--- src/rtl/dmairq_pkg.sv ---
package dmairq_pkg;
  // register addresses
  localparam int unsigned CTL_ADDR = 0;
  localparam int unsigned ESC_ADDR = 1;

  // control/status register bit positions
  localparam int unsigned B_EN      = 0;
  localparam int unsigned B_DONE    = 1;
  localparam int unsigned B_ESC     = 2;
  localparam int unsigned B_DONE_IE = 3;
  localparam int unsigned B_ESC_IE  = 4;
  localparam int unsigned CTL_BITS  = 5;

  // escape source order
  localparam int unsigned ESC_SIZE_ERR = 0;
  localparam int unsigned ESC_RPT_END  = 1;
  localparam int unsigned ESC_SRC_OVF  = 2;
  localparam int unsigned ESC_DST_OVF  = 3;

  typedef struct packed {
    logic esc_ie;
    logic done_ie;
  } irq_en_t;
endpackage

--- src/rtl/dmairq_rst_sync.sv ---
module dmairq_rst_sync #(
  parameter int unsigned STAGES = 2
) (
  input  logic clk,
  input  logic arst_n,
  output logic rst_n_o
);
  logic [STAGES-1:0] sync_q;

  always_ff @(posedge clk or negedge arst_n) begin
    if (!arst_n) begin
      sync_q <= '0;
    end else begin
      sync_q <= {sync_q[STAGES-2:0], 1'b1};
    end
  end

  assign rst_n_o = sync_q[STAGES-1];
endmodule

--- src/rtl/dmairq_flag.sv ---
// One sticky end flag with read-before-clear acknowledgement.
module dmairq_flag (
  input  logic clk,
  input  logic rst_n,
  input  logic hw_set,   // end event from hardware
  input  logic en_clr,   // transfer-enable written to 1
  input  logic rd_stat,  // status register read
  input  logic wr_stat,  // status register written
  input  logic wr_bit,   // value written to this flag bit
  output logic flag_o
);
  logic flag_q, flag_d;
  logic armed_q, armed_d;
  logic sw_clr;
  logic upd;

  always_comb begin
    sw_clr  = wr_stat & ~wr_bit & armed_q;
    flag_d  = flag_q;
    armed_d = armed_q;
    if (rd_stat && flag_q) begin
      armed_d = 1'b1;
    end
    if (en_clr || sw_clr) begin
      flag_d  = 1'b0;
      armed_d = 1'b0;
    end
    // hardware set has priority over every clear
    if (hw_set) begin
      flag_d  = 1'b1;
      armed_d = 1'b0;
    end
    upd = hw_set | en_clr | sw_clr | rd_stat;
  end

  always_ff @(posedge clk or negedge rst_n) begin
    if (!rst_n) begin
      flag_q  <= 1'b0;
      armed_q <= 1'b0;
    end else if (upd) begin
      flag_q  <= flag_d;
      armed_q <= armed_d;
    end
  end

  assign flag_o = flag_q;
endmodule

--- src/rtl/dmairq_esc_merge.sv ---
// Masks each escape source with its own enable and merges them.
module dmairq_esc_merge #(
  parameter int unsigned NUM_ESC = 4
) (
  input  logic [NUM_ESC-1:0] esc_evt,
  input  logic [NUM_ESC-1:0] esc_en,
  input  logic               active,
  output logic               esc_hit
);
  logic [NUM_ESC-1:0] masked;

  for (genvar i = 0; i < NUM_ESC; i++) begin : g_src
    assign masked[i] = esc_evt[i] & esc_en[i];
  end

  assign esc_hit = active & (|masked);
endmodule

--- src/rtl/dmairq_channel.sv ---
module dmairq_channel
  import dmairq_pkg::*;
#(
  parameter int unsigned NUM_ESC    = 4,
  parameter int unsigned ADDR_W     = 2,
  parameter int unsigned DATA_W     = 8,
  parameter int unsigned RST_STAGES = 2
) (
  input  logic               clk,
  input  logic               rst_n,
  input  logic               reg_wr,
  input  logic               reg_rd,
  input  logic [ADDR_W-1:0]  reg_addr,
  input  logic [DATA_W-1:0]  reg_wdata,
  output logic [DATA_W-1:0]  reg_rdata,
  input  logic               cnt_zero,
  input  logic [NUM_ESC-1:0] esc_evt,
  output logic               xfer_en,
  output logic               irq_done,
  output logic               irq_esc
);
  localparam int unsigned CTL_PAD = DATA_W - CTL_BITS;
  localparam int unsigned ESC_PAD = DATA_W - NUM_ESC;

  logic rst_sync_n;

  logic ctl_wr, ctl_rd, esc_wr;
  logic done_evt, esc_hit;
  logic en_clr;

  logic               xfer_en_q, xfer_en_d, xfer_en_upd;
  irq_en_t            ie_q, ie_d;
  logic [NUM_ESC-1:0] esc_en_q, esc_en_d;
  logic               done_flag, esc_flag;
  logic               irq_done_q, irq_esc_q, irq_done_d, irq_esc_d;
  logic               unused_wdata;

  dmairq_rst_sync #(.STAGES(RST_STAGES)) u_rst_sync (
    .clk     (clk),
    .arst_n  (rst_n),
    .rst_n_o (rst_sync_n)
  );

  // register decode
  always_comb begin
    ctl_wr = reg_wr && (reg_addr == ADDR_W'(CTL_ADDR));
    esc_wr = reg_wr && (reg_addr == ADDR_W'(ESC_ADDR));
    ctl_rd = reg_rd && (reg_addr == ADDR_W'(CTL_ADDR));
    en_clr = ctl_wr && reg_wdata[B_EN];
  end

  assign unused_wdata = &{1'b0, reg_wdata};

  // end events only count while the channel is enabled
  assign done_evt = xfer_en_q & cnt_zero;

  dmairq_esc_merge #(.NUM_ESC(NUM_ESC)) u_esc_merge (
    .esc_evt (esc_evt),
    .esc_en  (esc_en_q),
    .active  (xfer_en_q),
    .esc_hit (esc_hit)
  );

  dmairq_flag u_done_flag (
    .clk     (clk),
    .rst_n   (rst_sync_n),
    .hw_set  (done_evt),
    .en_clr  (en_clr),
    .rd_stat (ctl_rd),
    .wr_stat (ctl_wr),
    .wr_bit  (reg_wdata[B_DONE]),
    .flag_o  (done_flag)
  );

  dmairq_flag u_esc_flag (
    .clk     (clk),
    .rst_n   (rst_sync_n),
    .hw_set  (esc_hit),
    .en_clr  (en_clr),
    .rd_stat (ctl_rd),
    .wr_stat (ctl_wr),
    .wr_bit  (reg_wdata[B_ESC]),
    .flag_o  (esc_flag)
  );

  // next state
  always_comb begin
    xfer_en_d   = xfer_en_q;
    xfer_en_upd = 1'b0;
    if (done_evt || esc_hit) begin
      xfer_en_d   = 1'b0;
      xfer_en_upd = 1'b1;
    end else if (ctl_wr) begin
      xfer_en_d   = reg_wdata[B_EN];
      xfer_en_upd = 1'b1;
    end
    ie_d.done_ie = reg_wdata[B_DONE_IE];
    ie_d.esc_ie  = reg_wdata[B_ESC_IE];
    esc_en_d     = reg_wdata[NUM_ESC-1:0];
    irq_done_d   = ie_q.done_ie & done_flag;
    irq_esc_d    = ie_q.esc_ie & esc_flag;
  end

  // registers
  always_ff @(posedge clk or negedge rst_sync_n) begin
    if (!rst_sync_n) begin
      xfer_en_q <= 1'b0;
    end else if (xfer_en_upd) begin
      xfer_en_q <= xfer_en_d;
    end
  end

  always_ff @(posedge clk or negedge rst_sync_n) begin
    if (!rst_sync_n) begin
      ie_q <= '0;
    end else if (ctl_wr) begin
      ie_q <= ie_d;
    end
  end

  always_ff @(posedge clk or negedge rst_sync_n) begin
    if (!rst_sync_n) begin
      esc_en_q <= '0;
    end else if (esc_wr) begin
      esc_en_q <= esc_en_d;
    end
  end

  always_ff @(posedge clk or negedge rst_sync_n) begin
    if (!rst_sync_n) begin
      irq_done_q <= 1'b0;
      irq_esc_q  <= 1'b0;
    end else begin
      irq_done_q <= irq_done_d;
      irq_esc_q  <= irq_esc_d;
    end
  end

  // read mux
  always_comb begin
    reg_rdata = '0;
    if (reg_addr == ADDR_W'(CTL_ADDR)) begin
      reg_rdata = {{CTL_PAD{1'b0}}, ie_q.esc_ie, ie_q.done_ie, esc_flag, done_flag, xfer_en_q};
    end else if (reg_addr == ADDR_W'(ESC_ADDR)) begin
      reg_rdata = {{ESC_PAD{1'b0}}, esc_en_q};
    end
  end

  assign xfer_en  = xfer_en_q;
  assign irq_done = irq_done_q;
  assign irq_esc  = irq_esc_q;
endmodule

--- config.mk ---
export PLATFORM = sky130hd
export DESIGN_NAME = dmairq_channel
export DESIGN_NICKNAME = d
export VERILOG_FILES = /design/src/rtl/dmairq_pkg.sv /design/src/rtl/dmairq_rst_sync.sv /design/src/rtl/dmairq_flag.sv /design/src/rtl/dmairq_esc_merge.sv /design/src/rtl/dmairq_channel.sv
export SDC_FILE = /design/constraint.sdc
export NUM_CORES = 1
export LEC_CHECK = 0
export BUFFER_PORTS_ARGS = -buffer_cell sky130_fd_sc_hd__buf_2
export CORE_MARGIN = 4
export CORE_UTILIZATION = 45
export CTS_CLUSTER_DIAMETER = 100
export DETAILED_ROUTE_END_ITERATION = 10
export PLACE_DENSITY_LB_ADDON = 0.2
export SLEW_MARGIN = 30
export SYNTH_ARGS = -nofsm -noshare
export SYNTH_HDL_FRONTEND = slang
export SYNTH_SLANG_ARGS = --single-unit
--- constraint.sdc ---
create_clock -name clk -period 1 [get_ports clk]
set_clock_uncertainty 0.2 [all_clocks]
set_input_delay 0.15 -clock clk [delete_from_list [all_inputs] [get_ports clk]]
set_output_delay 0.15 -clock clk [all_outputs]
set_load 0.05 [all_outputs]
==> results of run 1 <==
## where the power goes
group          switching, W  total [W]  internal (W)
clock              0.000225   0.000378      0.000153
combinational      0.000692    0.00141      0.000720
sequential         0.000129   0.000910      0.000780
## metal layers
metal  wire length, um  vias to the layer above
li1                  -                      292
met1               834                      303
met2              1120                       19
met3               114                        6
met4                40                        0
met5                 0                        -
## stage by stage
| step | area, um2 | worst slack [ps] | utilization [%] | power, W | std cells |
|---|---|---|---|---|---|
| floorplan | 788 | -336 | - | 0.00154 | 62 |
| global placement | 963 | -323 | 64.0 | 0.00184 | 108 |
| detailed placement | 963 | -354 | 64.0 | 0.00186 | 108 |
| CTS | 1190 | -477 | 78.8 | 0.00255 | 121 |
| global route | 1220 | -550 | 81.3 | 0.00283 | 122 |
| finish | 1220 | -502 | 81.3 | 0.00270 | 122 |
## cell type report
type	instances	area (um2)
multi-input cells	41	413
repair buffers	44	378
flip-flops and latches	15	377
fillers	98	282
clock buffers	3	22.5
well taps	16	20.0
clock inverters	1	7.51
inverters	2	7.51
## cell usage after synthesis
master                      n
sky130_fd_sc_hd__a211oi_1   1
sky130_fd_sc_hd__a21boi_0   1
sky130_fd_sc_hd__a21oi_1    1
sky130_fd_sc_hd__a22oi_1    2
sky130_fd_sc_hd__a31oi_1    2
sky130_fd_sc_hd__and2_1     3
sky130_fd_sc_hd__buf_4      3
sky130_fd_sc_hd__buf_6      1
sky130_fd_sc_hd__conb_1     2
sky130_fd_sc_hd__dfrtp_1   15
sky130_fd_sc_hd__inv_1      2
sky130_fd_sc_hd__mux2_2     6
sky130_fd_sc_hd__mux2i_1    5
sky130_fd_sc_hd__nand2_1    1
sky130_fd_sc_hd__nand3b_1   2
sky130_fd_sc_hd__nor2_1     5
sky130_fd_sc_hd__nor2b_1    2
sky130_fd_sc_hd__nor3_1     1
sky130_fd_sc_hd__nor3b_4    1
sky130_fd_sc_hd__o21a_1     2
sky130_fd_sc_hd__o21ai_0    1
sky130_fd_sc_hd__o21bai_1   1
## cell families after synthesis
group | synth area share (%)
other cells | 1.06
flops | 52.9
buf+inv | 5.82
compound gates | 10.6
mux | 16.6
simple gates | 13.0
## timing repair
| action | CTS | global route |
|---|---|---|
| gates cloned | 0 | 0 |
| endpoints found under the setup margin | 15 | 23 |
| pin swaps | 3 | 2 |
| endpoints found under the hold margin | 25 | 15 |
| gates resized for setup | 33 | 10 |
| buffers inserted | 7 | 4 |
## worst min-delay path by stage
stage | depth (start not counted) | end | slack (ps)
6_report | 2 | ie_q[1] | -120
5_1_grt | 2 | ie_q[1] | -130
4_1_cts | 2 | ie_q[1] | -110
3_5_place_dp | 1 | u_rst_sync.sync_q[0] | -260
3_3_place_gp | 1 | u_rst_sync.sync_q[0] | -260
2_1_floorplan | 0 | u_rst_sync.sync_q[0] | -350
## critical path, cell delays in order, from the launching register on
cell,delay [ps]
sky130_fd_sc_hd__dfrtp_2,430
sky130_fd_sc_hd__mux2i_2,210
sky130_fd_sc_hd__nor2_4,50
sky130_fd_sc_hd__buf_6,150
==> impl_metrics.yaml, run 1 <==
routing:
  drt_pre_antenna_iters: 4
  routed-via-count: 620
  initialDrtViolationCount: 8
  routed_wire_length_per_instance_um: 17.3
  route.antenna.remaining_nets: 0
  remaining_drc_errors: 0
  route.final.wire_length_mm: 2.11
  via_per_inst: 5.08
layout:
  area_growth_pct: 72.7
  final_net_count: 126
  antenna_cells: 0
  final_common_cell: "sky130_fd_sc_hd__buf_6"
  final_cell_mix: "sky130_fd_sc_hd__buf_6, sky130_fd_sc_hd__dfrtp_1, sky130_fd_sc_hd__buf_2"
  layout-drive-gt1-share_pct: 67.9
  max_flop_register: "esc_en_q"
  largest_registers_in_the_final_layout: "esc_en_q: 4 flops, ie_q: 2 flops, u_rst_sync.sync_q: 2 flops"
  max_ffs_per_register: 4
clock_tree:
  clock_tree.root_cell: "sky130_fd_sc_hd__clkbuf_4"
  cts_buffer_depth: 2
  cts-hold-fix-buffers: 3
  worst_skew_pair.late_latency_ps: 300
  clk_pin_slew_ps: 100
  cts_sinks: 15
  cts_tree: "done"
  tritoncts.num_buffers: 3
  cts_htree_levels: 1
power:
  power.density_cell_area_mw_per_mm2: 2200
  max-vdd-ir-drop_mv: 1.68
  p_leak_nw: 0.590
worst_setup_path:
  r2r_cells: 4
  critical_path_required_ps: 650
  path_class: "reg2out"
  rrSetupSlack_ps: -340
  critical_path_arrival_ps: 1150
  worst_setup_path_endpoint: "reg_rdata[0]"
  critical_path.endpoint_type: "output pin"
  path_max_fanout: 2
  crit-reg2reg-launch: "esc_en_q[0]"
  worstSetupStartpointType: "flip-flop"
  timing.critical_path.from: "xfer_en"
  rr_endpoint: "u_esc_flag.flag_o"
grt:
  global_route_wire_length_before_repair_mm: 2.97
  met3_usage_pct: 2.26
  grtUsageMet2_pct: 32.2
  gr-usage-all-layers_pct: 19.8
  grt_overflow: 0
  grt_pass1_vias: 631
  global_route.peak_usage_layer: "met2"
  maximum_number_of_pins_on_one_net_before_global_route_repair: 11
  globalRouteMet1Util_pct: 25.0
  grt_antenna_before_repair: 0
timing:
  final_max_slew_viol_count: 0
  grt_setup_unrepaired: "yes"
  postLayoutSetupSlackWorst_ps: -502
  final.period_utilization_pct: 150
  final_period_minus_worst_setup_slack_ps: 1500
  fin_hold_ws_ps: -118
  final-setup-viol-count: 21
  final_hold_viol_count: 14
  timing.setup.tns_ps: -5190
  maxClockFrequency_mhz: 666
floorplanning:
  top_level_i_o_count: 30
  initial_core_util_pct: 47.1
  design.die.area_mm2: 0.00228
  die_width_um: 47.7
  core_area_mm2: 0.00151
  die_y_um: 47.7
  row_count: 14
logic_synthesis:
  ys_types: 22
  gate_count_after_technology_mapping: 60
  seq_area_frac_synth_pct: 52.9
  area_share_of_the_leading_cell_type_in_the_synthesized_netlist_pct: 52.9
  syn_area_per_cell_um2: 11.8
  synth_area_leaders: "sky130_fd_sc_hd__dfrtp_1, sky130_fd_sc_hd__mux2_2, sky130_fd_sc_hd__mux2i_1"
  post_synth_instance_area_um2: 709
  synth.ff_latch_count: 15
  synth_warnings: 0
  synthDominantAreaCellType: "sky130_fd_sc_hd__dfrtp_1"
placed_design:
  numPortBuffers: 23
  place_hpwl_mm: 1.30
  place_congestion: 0.806
hold_path:
  worst_hold_startpoint: "reg_wdata[4]"
  hold_class: "in2reg"
run_status:
  failed_checks: "negative hold slack, negative setup slack"
  status: "finished with violations"
flow_run:
  drv_cap: 0
Note: power is estimated with default switching activity, not from simulation.
==> run 2, diff against run 1 <==
==> constraint.sdc (replaced) <==
create_clock -name clk -period 1 [get_ports clk]
set_clock_uncertainty 0.2 [all_clocks]
set_input_delay 0.2 -clock clk [delete_from_list [all_inputs] [get_ports clk]]
set_output_delay 0.2 -clock clk [all_outputs]
set_load 0.02 [all_outputs]
==> impl_metrics.yaml, run 2 (synthesis gave the netlist of run 1 again) <==
run_status:
  status: "finished with violations"
  failed_checks: "negative hold slack, negative setup slack"
floorplanning:
  top_level_i_o_count: 30
  row_count: 14
  core_area_mm2: 0.00151
  die_width_um: 47.7
  initial_core_util_pct: 47.1
  design.die.area_mm2: 0.00228
  die_y_um: 47.7
routing:
  route.antenna.remaining_nets: 0
  routed-via-count: 610
  drt_pre_antenna_iters: 4
  route.final.wire_length_mm: 1.72
  remaining_drc_errors: 0
  routed_wire_length_per_instance_um: 13.9
  via_per_inst: 4.92
  initialDrtViolationCount: 2
timing:
  final_max_slew_viol_count: 0
  final-setup-viol-count: 18
  final.period_utilization_pct: 145
  fin_hold_ws_ps: -70.9
  final_hold_viol_count: 20
  postLayoutSetupSlackWorst_ps: -454
  maxClockFrequency_mhz: 688
  final_period_minus_worst_setup_slack_ps: 1450
  grt_setup_unrepaired: "yes"
grt:
  maximum_number_of_pins_on_one_net_before_global_route_repair: 14
  global_route_wire_length_before_repair_mm: 2.52
  gr-usage-all-layers_pct: 16.4
  grt_overflow: 0
  grt_antenna_before_repair: 0
  grt_pass1_vias: 604
layout:
  layout-drive-gt1-share_pct: 62.0
  layout.filler_cells: 93
  max_flop_register: "esc_en_q"
  final_common_cell: "sky130_fd_sc_hd__buf_6"
  layoutNonFillerInstCount: 124
  max_ffs_per_register: 4
  antenna_cells: 0
  final_cell_mix: "sky130_fd_sc_hd__buf_6, sky130_fd_sc_hd__dfrtp_1, sky130_fd_sc_hd__buf_2, sky130_fd_sc_hd__buf_4, sky130_fd_sc_hd__mux2_4"
  largest_registers_in_the_final_layout: "esc_en_q: 4 flops, ie_q: 2 flops, u_rst_sync.sync_q: 2 flops"
  final_net_count: 128
  area_growth_pct: 68.6
worst_setup_path:
  path_class: "reg2out"
  path_buf_inv: 1
  critical_path.top_delay_family: "flip-flops"
  largest_stage_delay_on_the_critical_path_ps: 440
  critical_path.endpoint_type: "output pin"
  path_max_fanout: 2
  critical_path_required_ps: 600
  critical_path_arrival_ps: 1050
  worstSetupStartpointType: "flip-flop"
  cpMaxStageDelayCell: "sky130_fd_sc_hd__dfrtp_2"
  worstPathCellList: "mux2i_1 -> nor2_2 -> buf_6"
placed_design:
  post_place_cells: 111
  place_congestion: 0.789
  numPortBuffers: 23
  place_hpwl_mm: 1.22
power:
  pwr-share-clk_pct: 14.4
  p_comb_share_pct: 48.1
  p_switching_w: 0.000748
  power_switching_share_pct: 31.6
  power.sequential.fraction_pct: 37.5
  cellInternalPower_w: 0.00162
  p_leak_nw: 0.598
  power.density_cell_area_mw_per_mm2: 1980
  max-vdd-ir-drop_mv: 1.18
  design_power_total_w: 0.00237
clock_tree:
  cts_tree: "done"
  cts_sinks: 15
  cts_buffer_depth: 2
  tritoncts.num_buffers: 3
  cts_htree_levels: 1
  clock_tree.root_cell: "sky130_fd_sc_hd__clkbuf_4"
  clk_pin_slew_ps: 90
  worst_skew_pair.late_latency_ps: 280
  cts-hold-fix-buffers: 1
flow_run:
  drv_cap: 0
hold_path:
  hold_class: "in2reg"
[run 2: cell types whose count changed in the layout (fill, tap and decap cells not counted), moves of 2 or more]
cell                            change
sky130_fd_sc_hd__and2_1             +2
sky130_fd_sc_hd__and2_4             -2
sky130_fd_sc_hd__buf_4              +4
sky130_fd_sc_hd__dlygate4sd3_1      -2
sky130_fd_sc_hd__mux2i_1            +4
sky130_fd_sc_hd__mux2i_2            -4
sky130_fd_sc_hd__nor2_2             +3
sky130_fd_sc_hd__nor2_4             -4
[run 2: layout make-up]
type	instances	area (um2)	area share (%)
well taps	16	20.0	1.67
clock inverters	1	5.00	0.418
multi-input cells	41	358	29.9
repair buffers	46	407	34.0
inverters	2	7.51	0.628
flip-flops and latches	15	377	31.5
clock buffers	3	22.5	1.88
[run 2: stage by stage]
| step | utilization, % | area [um2] | TNS, ps | setup WS [ps] |
|---|---|---|---|---|
| floorplan | - | 764 | -1980 | -242 |
| global placement | 64.7 | 975 | -4430 | -329 |
| global route | 79.4 | 1200 | -5680 | -525 |
| detailed placement | 64.7 | 975 | -4450 | -334 |
| finish | 79.4 | 1200 | -4870 | -454 |
| CTS | 74.4 | 1120 | -4350 | -465 |
[run 2: worst paths after layout]
kind	start	end	slack, ps	cells past startpoint
max	xfer_en	reg_rdata[0]	-450	3
min	cnt_zero	u_done_flag.armed_q	-70	2
max reg2reg	esc_en_q[3]	xfer_en	-380	5
min reg2reg	u_rst_sync.sync_q[1]	u_esc_flag.armed_q	-30	1
max in group asynchronous	u_rst_sync.sync_q[1]	xfer_en	450	1
min in group asynchronous	u_rst_sync.sync_q[1]	u_esc_flag.armed_q	-30	1
[run 2: timing repair]
| item | in CTS | in global routing |
|---|---|---|
| gates cloned | 0 | 0 |
| setup buffers | 5 | 4 |
| endpoints found under the hold margin | 23 | 8 |
| resized for setup | 21 | 18 |
| endpoints found under the setup margin | 15 | 20 |
| pin swaps | 2 | 6 |
[run 2: per-layer routing]
layer  vias up  wire length, um  global-route usage [%]
li1        295                -                       -
met1       299              746                    19.4
met2        14              889                    28.0
met3         2               73                    3.38
met4         0               14                    8.06
met5         -                0                       0
[run 2: power by group through the flow]
| stage | Clock, W | Sequential (W) | Combinational (W) |
|---|---|---|---|
| global placement | 0 | 0.000892 | 0.000772 |
| finish | 0.000340 | 0.000887 | 0.00114 |
| CTS | 0.000353 | 0.000883 | 0.00102 |
| floorplan | 0 | 0.000949 | 0.000372 |
| global route | 0.000391 | 0.000900 | 0.00123 |
| detailed placement | 0 | 0.000897 | 0.000792 |
==> run 3, diff against run 2 <==
--- a/config.mk
+++ b/config.mk
@@ -11,6 +11,7 @@
 export CTS_CLUSTER_DIAMETER = 100
 export DETAILED_ROUTE_END_ITERATION = 10
 export PLACE_DENSITY_LB_ADDON = 0.2
+export REMOVE_ABC_BUFFERS = 1
 export SLEW_MARGIN = 30
 export SYNTH_ARGS = -nofsm -noshare
 export SYNTH_HDL_FRONTEND = slang
==> impl_metrics.yaml, run 3 (synthesis gave the netlist of run 1 again) <==
placed_design:
  place_area_um2: 951
  place_congestion: 0.814
  numPortBuffers: 23
  place_hpwl_mm: 1.40
  detailedPlace.worstSlack_ps: -320
worst_setup_path:
  rrSetupSlack_ps: -520
  largest_stage_delay_on_the_critical_path_ps: 420
  rr_endpoint: "xfer_en"
  worst_setup_path_endpoint: "reg_rdata[0]"
  path_class: "reg2out"
  critical_path_arrival_ps: 1210
  crit-reg2reg-launch: "esc_en_q[0]"
  worstPathCellList: "buf_6 -> mux2i_2 -> nor2_1 -> buf_2"
  r2r_cells: 6
  worstSetupStartpointType: "flip-flop"
  timing.critical_path.from: "esc_en_q[0]"
  cpMaxStageDelayCell: "sky130_fd_sc_hd__dfrtp_1"
  critical_path.endpoint_type: "output pin"
  path_max_fanout: 2
  critical_path_required_ps: 600
timing:
  final-setup-viol-count: 19
  final_hold_viol_count: 9
  fin_hold_ws_ps: -105
  timing.setup.tns_ps: -5470
  grt_setup_unrepaired: "yes"
  final.period_utilization_pct: 161
  maxClockFrequency_mhz: 622
  postLayoutSetupSlackWorst_ps: -608
  final_period_minus_worst_setup_slack_ps: 1610
  final_max_slew_viol_count: 0
layout:
  final_core_util_pct: 76.2
  largest_registers_in_the_final_layout: "esc_en_q: 4 flops, ie_q: 2 flops, u_rst_sync.sync_q: 2 flops"
  final_net_count: 129
  layout-drive-gt1-share_pct: 56.9
  layout.filler_cells: 106
  max_ffs_per_register: 4
  stdcell_area_mm2: 0.00115
  final_cell_mix: "sky130_fd_sc_hd__buf_2, sky130_fd_sc_hd__dfrtp_1, sky130_fd_sc_hd__buf_4"
  antenna_cells: 0
  final_common_cell: "sky130_fd_sc_hd__buf_2"
  area_growth_pct: 61.7
  max_flop_register: "esc_en_q"
routing:
  via_per_inst: 5.16
  drt_pre_antenna_iters: 4
  route.antenna.remaining_nets: 0
  routed-via-count: 645
  routed_wire_length_per_instance_um: 16.2
  route.final.wire_length_mm: 2.02
  remaining_drc_errors: 0
  initialDrtViolationCount: 11
power:
  power.density_cell_area_mw_per_mm2: 2020
  power_switching_share_pct: 32.6
  power.sequential.fraction_pct: 38.6
  pwr-share-clk_pct: 15.2
  max-vdd-ir-drop_mv: 1.13
  cellInternalPower_w: 0.00156
  p_switching_w: 0.000754
  p_comb_share_pct: 46.1
  p_leak_nw: 0.587
clock_tree:
  tritoncts.num_buffers: 3
  clock_tree.root_cell: "sky130_fd_sc_hd__clkbuf_4"
  clk_pin_slew_ps: 90
  cts_buffer_depth: 2
  cts_tree: "done"
  cts_sinks: 15
  worst_skew_pair.late_latency_ps: 290
  cts_htree_levels: 1
  cts-hold-fix-buffers: 1
floorplanning:
  row_count: 14
  die_y_um: 47.7
  core_area_mm2: 0.00151
  top_level_i_o_count: 30
  die_width_um: 47.7
  initial_core_util_pct: 47.1
  design.die.area_mm2: 0.00228
grt:
  global_route_wire_length_before_repair_mm: 2.93
  grt_overflow: 0
  gr-usage-all-layers_pct: 19.7
  grt_pass1_vias: 668
  maximum_number_of_pins_on_one_net_before_global_route_repair: 11
  grt_antenna_before_repair: 0
flow_run:
  drv_cap: 0
run_status:
  status: "finished with violations"
  failed_checks: "negative hold slack, negative setup slack"
hold_path:
  hold_class: "reg2async"
==> run 3: changes by cell type in the layout (fill, tap and decap cells not counted), sizes merged <==
cell / delta
clkinv: -1
clkbuf: +1
buf: +1
==> run 3: stage by stage <==
step | total power (W) | cells
6_report | 0.00231 | 125
5_1_grt | 0.00243 | 125
4_1_cts | 0.00223 | 124
3_5_place_dp | 0.00165 | 113
3_3_place_gp | 0.00161 | 113
2_1_floorplan | 0.00124 | 58
==> run 3: worst min-delay path by stage <==
stage | start | depth (start not counted) | endpoint
after detailed placement | rst_n | 1 | u_rst_sync.sync_q[0]
after global routing | u_rst_sync.sync_q[1] | 0 | u_esc_flag.armed_q
final | u_rst_sync.sync_q[1] | 0 | u_esc_flag.armed_q
after CTS | u_rst_sync.sync_q[1] | 0 | u_esc_flag.armed_q
after floorplan | rst_n | 0 | u_rst_sync.sync_q[0]
after global placement | rst_n | 1 | u_rst_sync.sync_q[0]
==> run 3: power groups by stage <==
stage,clock [W],sequential [W],combinational [W]
5_1_grt,0.000381,0.000915,0.00114
2_1_floorplan,0,0.000939,0.000303
4_1_cts,0.000354,0.000882,0.000996
3_3_place_gp,0,0.000873,0.000741
3_5_place_dp,0,0.000885,0.000766
6_report,0.000353,0.000893,0.00107
==> run 3: layout make-up <==
type | instances | area [um2] | share of cell area [%]
sequential | 15 | 375 | 32.7
inverter | 2 | 7.51 | 0.654
timing repair buffer | 47 | 374 | 32.6
tap | 16 | 20.0 | 1.74
clock buffer | 4 | 26.3 | 2.29
multi-input combinational | 41 | 344 | 30.0
==> run 3: worst max-delay path: cells and delay by family (launching register included) <==
| family | cells | cell delay, ps |
|---|---|---|
| flops | 1 | 420 |
| buf+inv | 2 | 290 |
| mux | 1 | 160 |
| simple gates | 1 | 60 |
==> run 3: routing by layer <==
metal / track usage (%) / share of wire [%]
met1: 21.4 / 38
met2: 34.6 / 52
met4: 12.9 / 4.0
met5: 0 / 0
met3: 3.38 / 6.2
==> run 3: repair_timing <==
action                     CTS  global route
resized for setup           24             8
setup endpoints to repair   17            19
hold endpoints to repair    12            10
pin swaps                    4             1
buffers inserted             6             2
